==> src/rtl/regfile_pkg.sv <==
package regfile_pkg;
  localparam int unsigned RF_NUM_REGS = 32;
  localparam int unsigned RF_DATA_W   = 32;
  localparam int unsigned RF_ADDR_W   = $clog2(RF_NUM_REGS);
endpackage

==> src/rtl/rf_storage.sv <==
module rf_storage #(
  parameter int unsigned NUM_REGS = regfile_pkg::RF_NUM_REGS,
  parameter int unsigned DATA_W   = regfile_pkg::RF_DATA_W,
  localparam int unsigned ADDR_W  = $clog2(NUM_REGS)
) (
  input  logic                             clk,
  input  logic                             rst_n,
  input  logic                             wr_en_q,
  input  logic [ADDR_W-1:0]                wr_addr,
  input  logic [DATA_W-1:0]                wr_data,
  output logic [NUM_REGS-1:0][DATA_W-1:0]  regs_o
);

  // Register 0 is a constant; no storage is built for it.
  assign regs_o[0] = '0;

  for (genvar gi = 1; gi < NUM_REGS; gi++) begin : g_reg
    logic              sel_we;
    logic [DATA_W-1:0] q;
    logic [DATA_W-1:0] q_nxt;

    always_comb begin
      sel_we = wr_en_q && (wr_addr == ADDR_W'(gi));
      q_nxt  = sel_we ? wr_data : q;
    end

    // Clock-enabled storage; contents are not reset.
    always_ff @(posedge clk) begin
      if (sel_we) q <= q_nxt;
    end

    assign regs_o[gi] = q;

    // a selected write lands exactly one edge later.
    a_r3_write_lands: assert property (@(posedge clk) disable iff (!rst_n)
      (wr_en_q && wr_addr == ADDR_W'(gi)) |=> (q == $past(wr_data)));
  end

endmodule

==> src/rtl/rf_read_port.sv <==
module rf_read_port #(
  parameter int unsigned NUM_REGS = regfile_pkg::RF_NUM_REGS,
  parameter int unsigned DATA_W   = regfile_pkg::RF_DATA_W,
  localparam int unsigned ADDR_W  = $clog2(NUM_REGS)
) (
  input  logic [NUM_REGS-1:0][DATA_W-1:0]  regs_i,
  input  logic [ADDR_W-1:0]                rd_addr,
  input  logic                             wr_en_q,
  input  logic [ADDR_W-1:0]                wr_addr,
  input  logic [DATA_W-1:0]                wr_data,
  output logic [DATA_W-1:0]                rd_data
);

  logic hit_zero;
  logic hit_fwd;

  always_comb begin
    hit_zero = (rd_addr == '0);
    hit_fwd  = wr_en_q && (wr_addr == rd_addr);
    if (hit_zero)     rd_data = '0;        // zero rule wins over bypass
    else if (hit_fwd) rd_data = wr_data;
    else              rd_data = regs_i[rd_addr];
  end

endmodule

==> src/rtl/regfile_bypass.sv <==
module regfile_bypass #(
  parameter int unsigned NUM_REGS = regfile_pkg::RF_NUM_REGS,
  parameter int unsigned DATA_W   = regfile_pkg::RF_DATA_W,
  localparam int unsigned ADDR_W  = $clog2(NUM_REGS)
) (
  input  logic              clk,
  input  logic              rst_n,
  input  logic [ADDR_W-1:0] rd_addr_a,
  output logic [DATA_W-1:0] rd_data_a,
  input  logic [ADDR_W-1:0] rd_addr_b,
  output logic [DATA_W-1:0] rd_data_b,
  input  logic              wr_en,
  input  logic [ADDR_W-1:0] wr_addr,
  input  logic [DATA_W-1:0] wr_data
);

  localparam int unsigned NUM_RD = 2;

  logic                            wr_en_q;
  logic [NUM_REGS-1:0][DATA_W-1:0] regs;
  logic [NUM_RD-1:0][ADDR_W-1:0]   rd_addr_v;
  logic [NUM_RD-1:0][DATA_W-1:0]   rd_data_v;

  // Writes and bypass are qualified by reset.
  assign wr_en_q = wr_en && rst_n;

  rf_storage #(.NUM_REGS(NUM_REGS), .DATA_W(DATA_W)) u_store (
    .clk     (clk),
    .rst_n   (rst_n),
    .wr_en_q (wr_en_q),
    .wr_addr (wr_addr),
    .wr_data (wr_data),
    .regs_o  (regs)
  );

  assign rd_addr_v[0] = rd_addr_a;
  assign rd_addr_v[1] = rd_addr_b;

  for (genvar gp = 0; gp < NUM_RD; gp++) begin : g_port
    rf_read_port #(.NUM_REGS(NUM_REGS), .DATA_W(DATA_W)) u_rd (
      .regs_i  (regs),
      .rd_addr (rd_addr_v[gp]),
      .wr_en_q (wr_en_q),
      .wr_addr (wr_addr),
      .wr_data (wr_data),
      .rd_data (rd_data_v[gp])
    );
  end

  assign rd_data_a = rd_data_v[0];
  assign rd_data_b = rd_data_v[1];

  // register 0 reads zero on both ports.
  a_r5_zero_a: assert property (@(posedge clk) disable iff (!rst_n)
    (rd_addr_a == '0) |-> (rd_data_a == '0));
  a_r5_zero_b: assert property (@(posedge clk) disable iff (!rst_n)
    (rd_addr_b == '0) |-> (rd_data_b == '0));

  // same-cycle write is forwarded to a matching nonzero read.
  a_r6_bypass_a: assert property (@(posedge clk) disable iff (!rst_n)
    (wr_en && rd_addr_a != '0 && wr_addr == rd_addr_a) |-> (rd_data_a == wr_data));
  a_r6_bypass_b: assert property (@(posedge clk) disable iff (!rst_n)
    (wr_en && rd_addr_b != '0 && wr_addr == rd_addr_b) |-> (rd_data_b == wr_data));

  // both ports agree when they address the same register.
  a_r7_ports_agree: assert property (@(posedge clk) disable iff (!rst_n)
    (rd_addr_a == rd_addr_b) |-> (rd_data_a == rd_data_b));

endmodule

==> config.mk <==
export PLATFORM = sky130hd
export DESIGN_NAME = regfile_bypass
export DESIGN_NICKNAME = d
export VERILOG_FILES = /design/src/rtl/regfile_pkg.sv /design/src/rtl/rf_storage.sv /design/src/rtl/rf_read_port.sv /design/src/rtl/regfile_bypass.sv
export SDC_FILE = /design/constraint.sdc
export NUM_CORES = 1
export LEC_CHECK = 0
export CAP_MARGIN = 10
export CORE_UTILIZATION = 25
export DETAILED_ROUTE_END_ITERATION = 10
export PLACE_DENSITY = 0.48
export SETUP_SLACK_MARGIN = 0.3
export SYNTH_ARGS = -nofsm -noshare
export SYNTH_HDL_FRONTEND = slang
export SYNTH_SLANG_ARGS = --single-unit
==> constraint.sdc <==
create_clock -name clk -period 3.2 [get_ports clk]
set_input_delay 0.32 -clock clk [delete_from_list [all_inputs] [get_ports clk]]
set_output_delay 0.32 -clock clk [all_outputs]
set_load 0.01 [all_outputs]
* After elaboration in Yosys (flattened, before gate mapping)
Index checks and enable logic that the tools add are counted.
** Cells by class
- Order comparisons :: 2
- Equality and inequality tests :: 33
- Mux-type cells :: 8
- Reduce and logical (&&, ||, !) cells :: 36
** Operator list (number)
- $bmux W32 S5 :: 2
- $mux W32 :: 6
- $eq A5 B5 Y1 const B :: 16
- $eq A5 B4 Y1 const B :: 8
- $logic_and A1 B1 Y1 :: 34
- $eq A5 B3 Y1 const B :: 4
- $lt A5 B6 Y1 const B :: 2
- $eq A5 B2 Y1 const B :: 2
- $eq A5 B5 Y1 :: 2
- $logic_not A5 Y1 :: 2
- $eq A5 B1 Y1 const B :: 1
** Word-level totals
- Register bits :: 992
- Bits of input ports :: 50
- Output and inout bits :: 64
- Logic and storage cells :: 110

* Depth between registers and ports, before layout
Gate-level depths: netlist of run 1.
- Word-level depth :: 4
- Depth in mapped cells :: 9
- Gate-level depth less buffers :: 5

* Cells and area by module
Synthesis of run 1 repeated with hierarchy kept, for this count alone.
** Unflattened totals
- Cell total of the unflattened synthesis :: 2776
- Area total of the unflattened synthesis :: 48445.2 um2
** Modules (own cells, without submodules)
- rf_storage :: instances 1, cells an instance 1071, area each 30259.0 um2, seq. area each 29788.6 um2
- rf_read_port :: instances 2, cells an instance 852, area each 9090.0 um2, seq. area each 0.0 um2
- regfile_bypass :: instances 1, cells an instance 1, area each 6.3 um2, seq. area each 0.0 um2

* Worst setup path before layout of run 1
Ideal clock, no wire load.
- Path type :: input to register
- Start :: input wr_addr[4]
- End :: register u_store.g_reg[17].q[0], enable pin
- Setup time :: 0.421 ns
- Data arrival time :: 2.149 ns
- Required time :: 2.779 ns
- Slack :: 0.630 ns
- Cell stages on the path :: 3
- Path buffers :: 1
- Cell sequence :: clkbuf_1 -> nand3b_1 -> nor2_1
** On the way
- Cells in the longest elaborated chain, start to end :: 2
** RTL lines
- from (decl) :: RTL line regfile_bypass.sv:13 : input logic [ADDR_W-1:0] wr_addr,
- $eq A5 B5 Y1 :: RTL line rf_storage.sv:23 : sel_we = wr_en_q && (wr_addr == ADDR_W'(gi));
- $logic_and A1 B1 Y1 :: RTL line rf_storage.sv:23
- via u_store.g_reg[17].sel_we :: RTL line rf_storage.sv:18 : logic sel_we;
- to (signal assigned) :: RTL line rf_storage.sv:29 : if (sel_we) q <= q_nxt;
- to (decl) :: RTL line rf_storage.sv:19 : logic [DATA_W-1:0] q;
The timed path passes the listed nets, and every way through them passes these cells.
A chain may end at the register's enable or synchronous reset.

* Worst setup path in the final report of run 1
- Start :: register u_store.g_reg[14].q[29]
- End :: output rd_data_a[29]
** On the way
- Cells in the longest elaborated chain, start to end :: 4
** RTL lines
- from (decl) :: RTL line rf_storage.sv:19
- from (signal assigned) :: RTL line rf_storage.sv:29
- $bmux W32 S5 :: RTL line rf_read_port.sv:22 : else rd_data = regs_i[rd_addr];
- $mux W32 (not written as such) :: RTL line rf_read_port.sv:22
- $mux W32 :: RTL line rf_read_port.sv:21 : else if (hit_fwd) rd_data = wr_data;
- $mux W32 :: RTL line rf_read_port.sv:20 : if (hit_zero) rd_data = '0;
- to (decl) :: RTL line regfile_bypass.sv:9 : output logic [DATA_W-1:0] rd_data_a,
Every way passes these cells. The select of a mux whose other input is x is not followed.

==> impl_metrics.py, run 1 <==
metrics = {
    "run_status": {
        "status": "finished with violations",
        "violations": "setup timing",
    },
    "sta": {
        "relSlewSlack_pct": 35.5,
        "whs_ns": 0.459,
        "timing.final.crit_share_pct": 102,
        "worst-slew-pin-transition_ns": 0.965,
        "finalSetupTns_ns": -0.117,
        "hold_viol_final": 0,
        "worst_slack_ns": -0.0552,
        "slew_violations": 0,
        "rsz0062_at_grt": "yes",
        "fin_crit_ns": 3.26,
        "max_freq_mhz": 307,
        "setup_viol": 4,
    },
    "cells_and_area": {
        "finalNonFillerCells": 5405,
        "largest_register_ffs": 992,
        "nets": 2904,
        "fill_cells": 17600,
        "top_register": "u_store.g.q",
        "multi_input_area_um2": 17200,
        "utilization_pct": 32.2,
        "seq_area_um2": 29800,
        "areaGrowthSynthToFinish_pct": 27.6,
        "drive_above_1_share_pct": 47.7,
        "largestRegisters": "u_store.g.q: 992 flops",
    },
    "synthesis": {
        "synth_area_leaders": "edfxtp_1 (64%), mux4_2 (22%), mux2_2 (1.9%)",
        "syn_area_um2": 46500,
        "synth-warning-count": 0,
        "async_flop_share_pct": 0,
        "syn_avg_cell_area_um2": 19.5,
        "synth-seq-cells": 992,
        "synth.distinct_cells": 47,
        "yosysMostFrequentCell": "edfxtp_1",
        "ys_top_cells_by_count": "edfxtp_1 (992), mux4_2 (462), nor2_1 (116)",
        "ys_seq_area_share_pct": 64.1,
        "yosys.area.top_type": "edfxtp_1",
        "synth_edf_count": 992,
        "syn-num-nets": 2429,
        "synth_cells": 2379,
        "synth_top_area_share_pct": 64.1,
        "synth_ff_type": "edfxtp_1",
    },
    "routing": {
        "first_pass_iters": 9,
        "antenna_left": 0,
        "wl_per_cell_um": 32.5,
        "vias": 28400,
        "wl_met1_mm": 67.6,
        "viasPerCell": 5.25,
        "drcViolationCount": 0,
        "highest_layer": "met4",
        "initialDrtViolationCount": 3033,
        "drt-total-wl_mm": 176,
        "wl_met2_mm": 88.7,
        "wl_met3_mm": 9.81,
    },
    "worst_setup_path": {
        "startpoint_type": "flip-flop",
        "max_stage_delay_ns": 0.49,
        "worstPathRequired_ns": 2.88,
        "path_delay_family": "compound AO/OA/AOI/OAI gates",
        "end_kind": "output pin",
        "crit_fanout": 2,
        "arrival_ns": 2.94,
        "worstPathCellList": "mux4_2 > a22o_1 > a221o_1 > a31oi_4 > a211oi_2 > buf_4 > buf_6",
        "path_buf_inv": 2,
        "slowest_stage": "mux4_2",
        "crit_type": "reg2out",
    },
    "pwr": {
        "peakVddDrop_mv": 0.367,
        "total_power_uw": 30000,
        "power_density_nw_per_um2": 506,
        "p_leak_uw": 0.0189,
    },
    "grt": {
        "grt_pass1_vias": 30200,
        "antenna_found_initial": 6,
        "grt_pass1_wl_mm": 243,
        "grt.total_usage_pct": 18.7,
        "grt_max_degree": 43,
        "grt_overflow": 0,
    },
    "placement": {
        "portBuffers": 113,
        "dp_cells": 5179,
        "place.gp.congestion": 0.849,
        "hpwl_mm": 116,
    },
    "clock_tree": {
        "cts_tree": "yes",
        "cts_buffers": 107,
        "hold_buffers": 0,
        "cts.sinks": 992,
        "clockBufferDepth": 3,
        "clkSlewWorstSetupHoldPaths_ns": 0.06,
        "htreeDepth": 3,
        "cts_root_buf": "clkbuf_16",
    },
    "die": {
        "die_h_um": 433,
        "die_w_um": 433,
        "fp-row-count": 157,
        "start_util_pct": 25.3,
        "boundaryPins": 114,
        "die_area_um2": 188000,
        "core_um2": 184000,
    },
    "worst_hold_path": {
        "hp-class": "in2reg",
    },
    "job": {
        "drv_cap": 0,
    },
}
[repair_timing]
item | in CTS | in global routing
cloned | 1 | 0
setup endpoints to repair | 64 | 60
gates resized for setup | 511 | 29
buffers inserted | 21 | 8
endpoints found under the hold margin | 0 | 0
pin swaps | 104 | 54
[stage by stage]
step                      setup WS, ns  instance area [um2]
final                          -0.0552                59300
after global routing            -0.109                59300
after CTS                       -0.139                59100
after detailed placement        -0.841                54400
after global placement          -0.839                54400
after floorplan                  0.630                46500
[power breakdown]
group	internal [uW]	total (uW)	switching, uW	leakage [uW]
clock	6750	11900	5190	0.00161
sequential	14400	14400	36.4	0.00892
combinational	1690	3620	1930	0.00833
total	22800	30000	7150	0.0189
[logic make-up (layout without fill, tap and decap cells)]
logic type / Yosys count / in the layout / synth area share, %
and+or+nand+nor: 247 / 247 / 2.48
xor gates and xnor gates: 10 / 10 / 0.188
other: 0 / 1 / 0
muxes: 579 / 579 / 25.1
AOI/OAI and AO/OA: 340 / 340 / 5.75
DFF: 992 / 992 / 64.1
buffers and inverters: 211 / 772 / 2.38
[routing by layer]
layer  GRT usage, %  vias to the layer above
met5              0                        -
met4           9.06                        0
met3           2.76                      336
met2           32.3                     1174
met1           22.8                    15500
li1               -                    11400
[final cells by class]
class	count	area share, %
Clock buffer	133	4.68
Tap cell	2464	5.20
Inverter	6	0.0380
Antenna cell	1	0.00422
Multi-Input combinational cell	1176	29.1
Clock inverter	62	0.846
Sequential cell	992	50.2
Timing Repair Buffer	571	9.92
[cells in the final DEF (no fill, tap or decap), types with 6 or more instances in the layout]
cell type,instances
a211oi_2,39
a211oi_1,21
buf_4,354
clkinv_1,25
a221oi_1,10
a22o_1,58
clkdlybuf4s50_1,40
clkbuf_1,26
o41ai_4,18
nand2b_1,7
nor2b_1,27
xnor2_1,9
buf_6,45
edfxtp_1,992
mux2_2,68
nand2_1,39
a221o_1,66
mux2_4,10
mux2i_1,36
clkinv_2,22
clkbuf_16,109
a21oi_1,32
buf_12,102
buf_2,22
mux4_2,462
a31oi_4,24
nand3_1,6
nor3_1,8
bufinv_16,8
nor2_4,47
o22ai_1,29
nor2_1,68
[final timing paths]
path / startpoint / to / cells past startpoint
max: u_store.g_reg[14].q[29] / rd_data_a[29] / 7
min: wr_data[2] / u_store.g_reg[21].q[2] / 2
(Power assumes the default switching activity.)
==> inputs of run 2 (changes only) <==
--- a/config.mk
+++ b/config.mk
@@ -7,8 +7,10 @@
 export LEC_CHECK = 0
 export CAP_MARGIN = 10
 export CORE_UTILIZATION = 25
+export CTS_BUF_LIST = sky130_fd_sc_hd__clkbuf_4
 export DETAILED_ROUTE_END_ITERATION = 10
 export PLACE_DENSITY = 0.48
+export REMOVE_ABC_BUFFERS = 1
 export SETUP_SLACK_MARGIN = 0.3
 export SYNTH_ARGS = -nofsm -noshare
 export SYNTH_HDL_FRONTEND = slang
==> impl_metrics.py, run 2 (same netlist as run 1, synthesis figures left out) <==
metrics = {
    "grt": {
        "grt_pass1_vias": 31900,
        "grt_max_degree": 42,
        "grt_overflow": 0,
        "antenna_found_initial": 2,
        "grt.total_usage_pct": 18.7,
        "grt_pass1_wl_mm": 246,
    },
    "clock_tree": {
        "clockBufferDepth": 4,
        "clkSlewWorstSetupHoldPaths_ns": 0.07,
        "cts_buffers": 286,
        "htreeDepth": 5,
        "cts.sinks": 992,
        "cts_root_buf": "clkbuf_4",
        "cts_tree": "yes",
    },
    "cells_and_area": {
        "top_register": "u_store.g.q",
        "largest_register_ffs": 992,
        "final_area_um2": 59000,
        "areaGrowthSynthToFinish_pct": 26.8,
        "fill_cells": 17900,
        "largestRegisters": "u_store.g.q: 992 flops",
        "final_common_cell": "edfxtp_1",
        "drive_above_1_share_pct": 51.3,
        "layout_common_cells": "edfxtp_1 (992), mux4_2 (462), clkbuf_4 (412)",
        "nets": 3101,
    },
    "sta": {
        "rsz0062_at_grt": "yes",
        "max_freq_mhz": 281,
        "hold_viol_final": 0,
        "timing.final.crit_share_pct": 111,
        "fin_crit_ns": 3.56,
        "setup_viol": 60,
        "worst-slew-pin-transition_ns": 0.887,
        "relSlewSlack_pct": 40.7,
        "slew_violations": 0,
        "worst_slack_ns": -0.357,
    },
    "routing": {
        "wl_per_cell_um": 30.9,
        "drcViolationCount": 0,
        "viasPerCell": 5.15,
        "first_pass_iters": 7,
        "initialDrtViolationCount": 2591,
        "antenna_left": 0,
        "vias": 29400,
        "drt-total-wl_mm": 176,
    },
    "placement": {
        "preCtsSetupSlack_ns": -0.635,
        "hpwl_mm": 107,
        "place.gp.congestion": 0.792,
        "portBuffers": 113,
        "place_area_um2": 54300,
    },
    "worst_setup_path": {
        "end_kind": "output pin",
        "worstPathRequired_ns": 2.88,
        "startpoint_type": "flip-flop",
        "crit_type": "reg2out",
        "crit_fanout": 2,
        "arrival_ns": 3.24,
    },
    "worst_hold_path": {
        "hp-start": "wr_data[20]",
        "whs_path_depth": 2,
        "hp-class": "in2reg",
        "holdPathEnd": "u_store.g_reg[2].q[20]",
    },
    "run_status": {
        "violations": "setup timing",
        "status": "finished with violations",
    },
    "die": {
        "die_h_um": 433,
        "boundaryPins": 114,
        "die_area_um2": 188000,
        "fp-row-count": 157,
        "start_util_pct": 25.3,
        "die_w_um": 433,
        "core_um2": 184000,
    },
    "pwr": {
        "total_power_uw": 29200,
        "peakVddDrop_mv": 0.373,
        "power_density_nw_per_um2": 494,
        "p_leak_uw": 0.0192,
    },
    "job": {
        "drv_cap": 0,
    },
}
[run 2: timing repair]
action / 4_1_cts / 5_1_grt
hold buffers: 25 / 0
pin swaps: 92 / 37
endpoints found under the hold margin: 686 / 0
resized for setup: 431 / 49
endpoints found under the setup margin: 64 / 64
setup buffers: 27 / 8
[run 2: through the flow]
| step | cells | hold slack, ns | setup TNS (ns) | utilization (%) |
|---|---|---|---|---|
| 2_1_floorplan | 2174 | 0.419 | -16.73 | - |
| 5_1_grt | 5694 | 0.0773 | -21.06 | 32.1 |
| 6_report | 5698 | 0.121 | -12.29 | 32.1 |
| 4_1_cts | 5684 | 0.00356 | -22.49 | 31.9 |
| 3_3_place_gp | 5165 | 1.16 | -13.28 | 29.5 |
| 3_5_place_dp | 5167 | 1.17 | -11.30 | 29.5 |
[run 2: critical path: stages (launching register included)]
cell	delay [ns]
edfxtp_1	0.40
mux4_2	0.49
a22o_1	0.26
a221o_1	0.31
a31oi_4	0.18
a211oi_2	0.09
buf_4	0.17
buf_6	0.12
[run 2: how the worst max path moves through the flow]
stage,slack (ns),end,start
after floorplan,-0.66,rd_data_a[30],rd_addr_a[4]
after global placement,-0.77,rd_data_b[4],rd_addr_b[4]
after detailed placement,-0.63,rd_data_b[28],rd_addr_b[0]
after CTS,-0.51,rd_data_b[5],u_store.g_reg[7].q[5]
after global routing,-0.50,rd_data_a[7],u_store.g_reg[15].q[7]
final,-0.36,rd_data_a[9],u_store.g_reg[13].q[9]
[run 2: where the power goes]
group	internal, uW	switching [uW]
Clock	6010	5410
Combinational	1540	1780
Sequential	14400	36.2
Total	21900	7220
[run 2: per-layer routing]
| metal | global-route usage (%) | routed length [um] |
|---|---|---|
| met2 | 32.5 | 90300 |
| met1 | 22.8 | 68800 |
| met4 | 7.51 | 6220 |
| met5 | 0 | 0 |
| met3 | 3.66 | 10800 |
[run 2: area by class of cell]
cell class | instances | area (um2) | share of cell area, %
Antenna cell | 6 | 15.0 | 0.0255
Sequential cell | 992 | 29800 | 50.5
Timing Repair Buffer | 589 | 5850 | 9.93
Tap cell | 2464 | 3080 | 5.23
Clock inverter | 53 | 263 | 0.446
Multi-Input combinational cell | 1176 | 16800 | 28.6
Clock buffer | 412 | 3090 | 5.25
Inverter | 6 | 22.5 | 0.0382
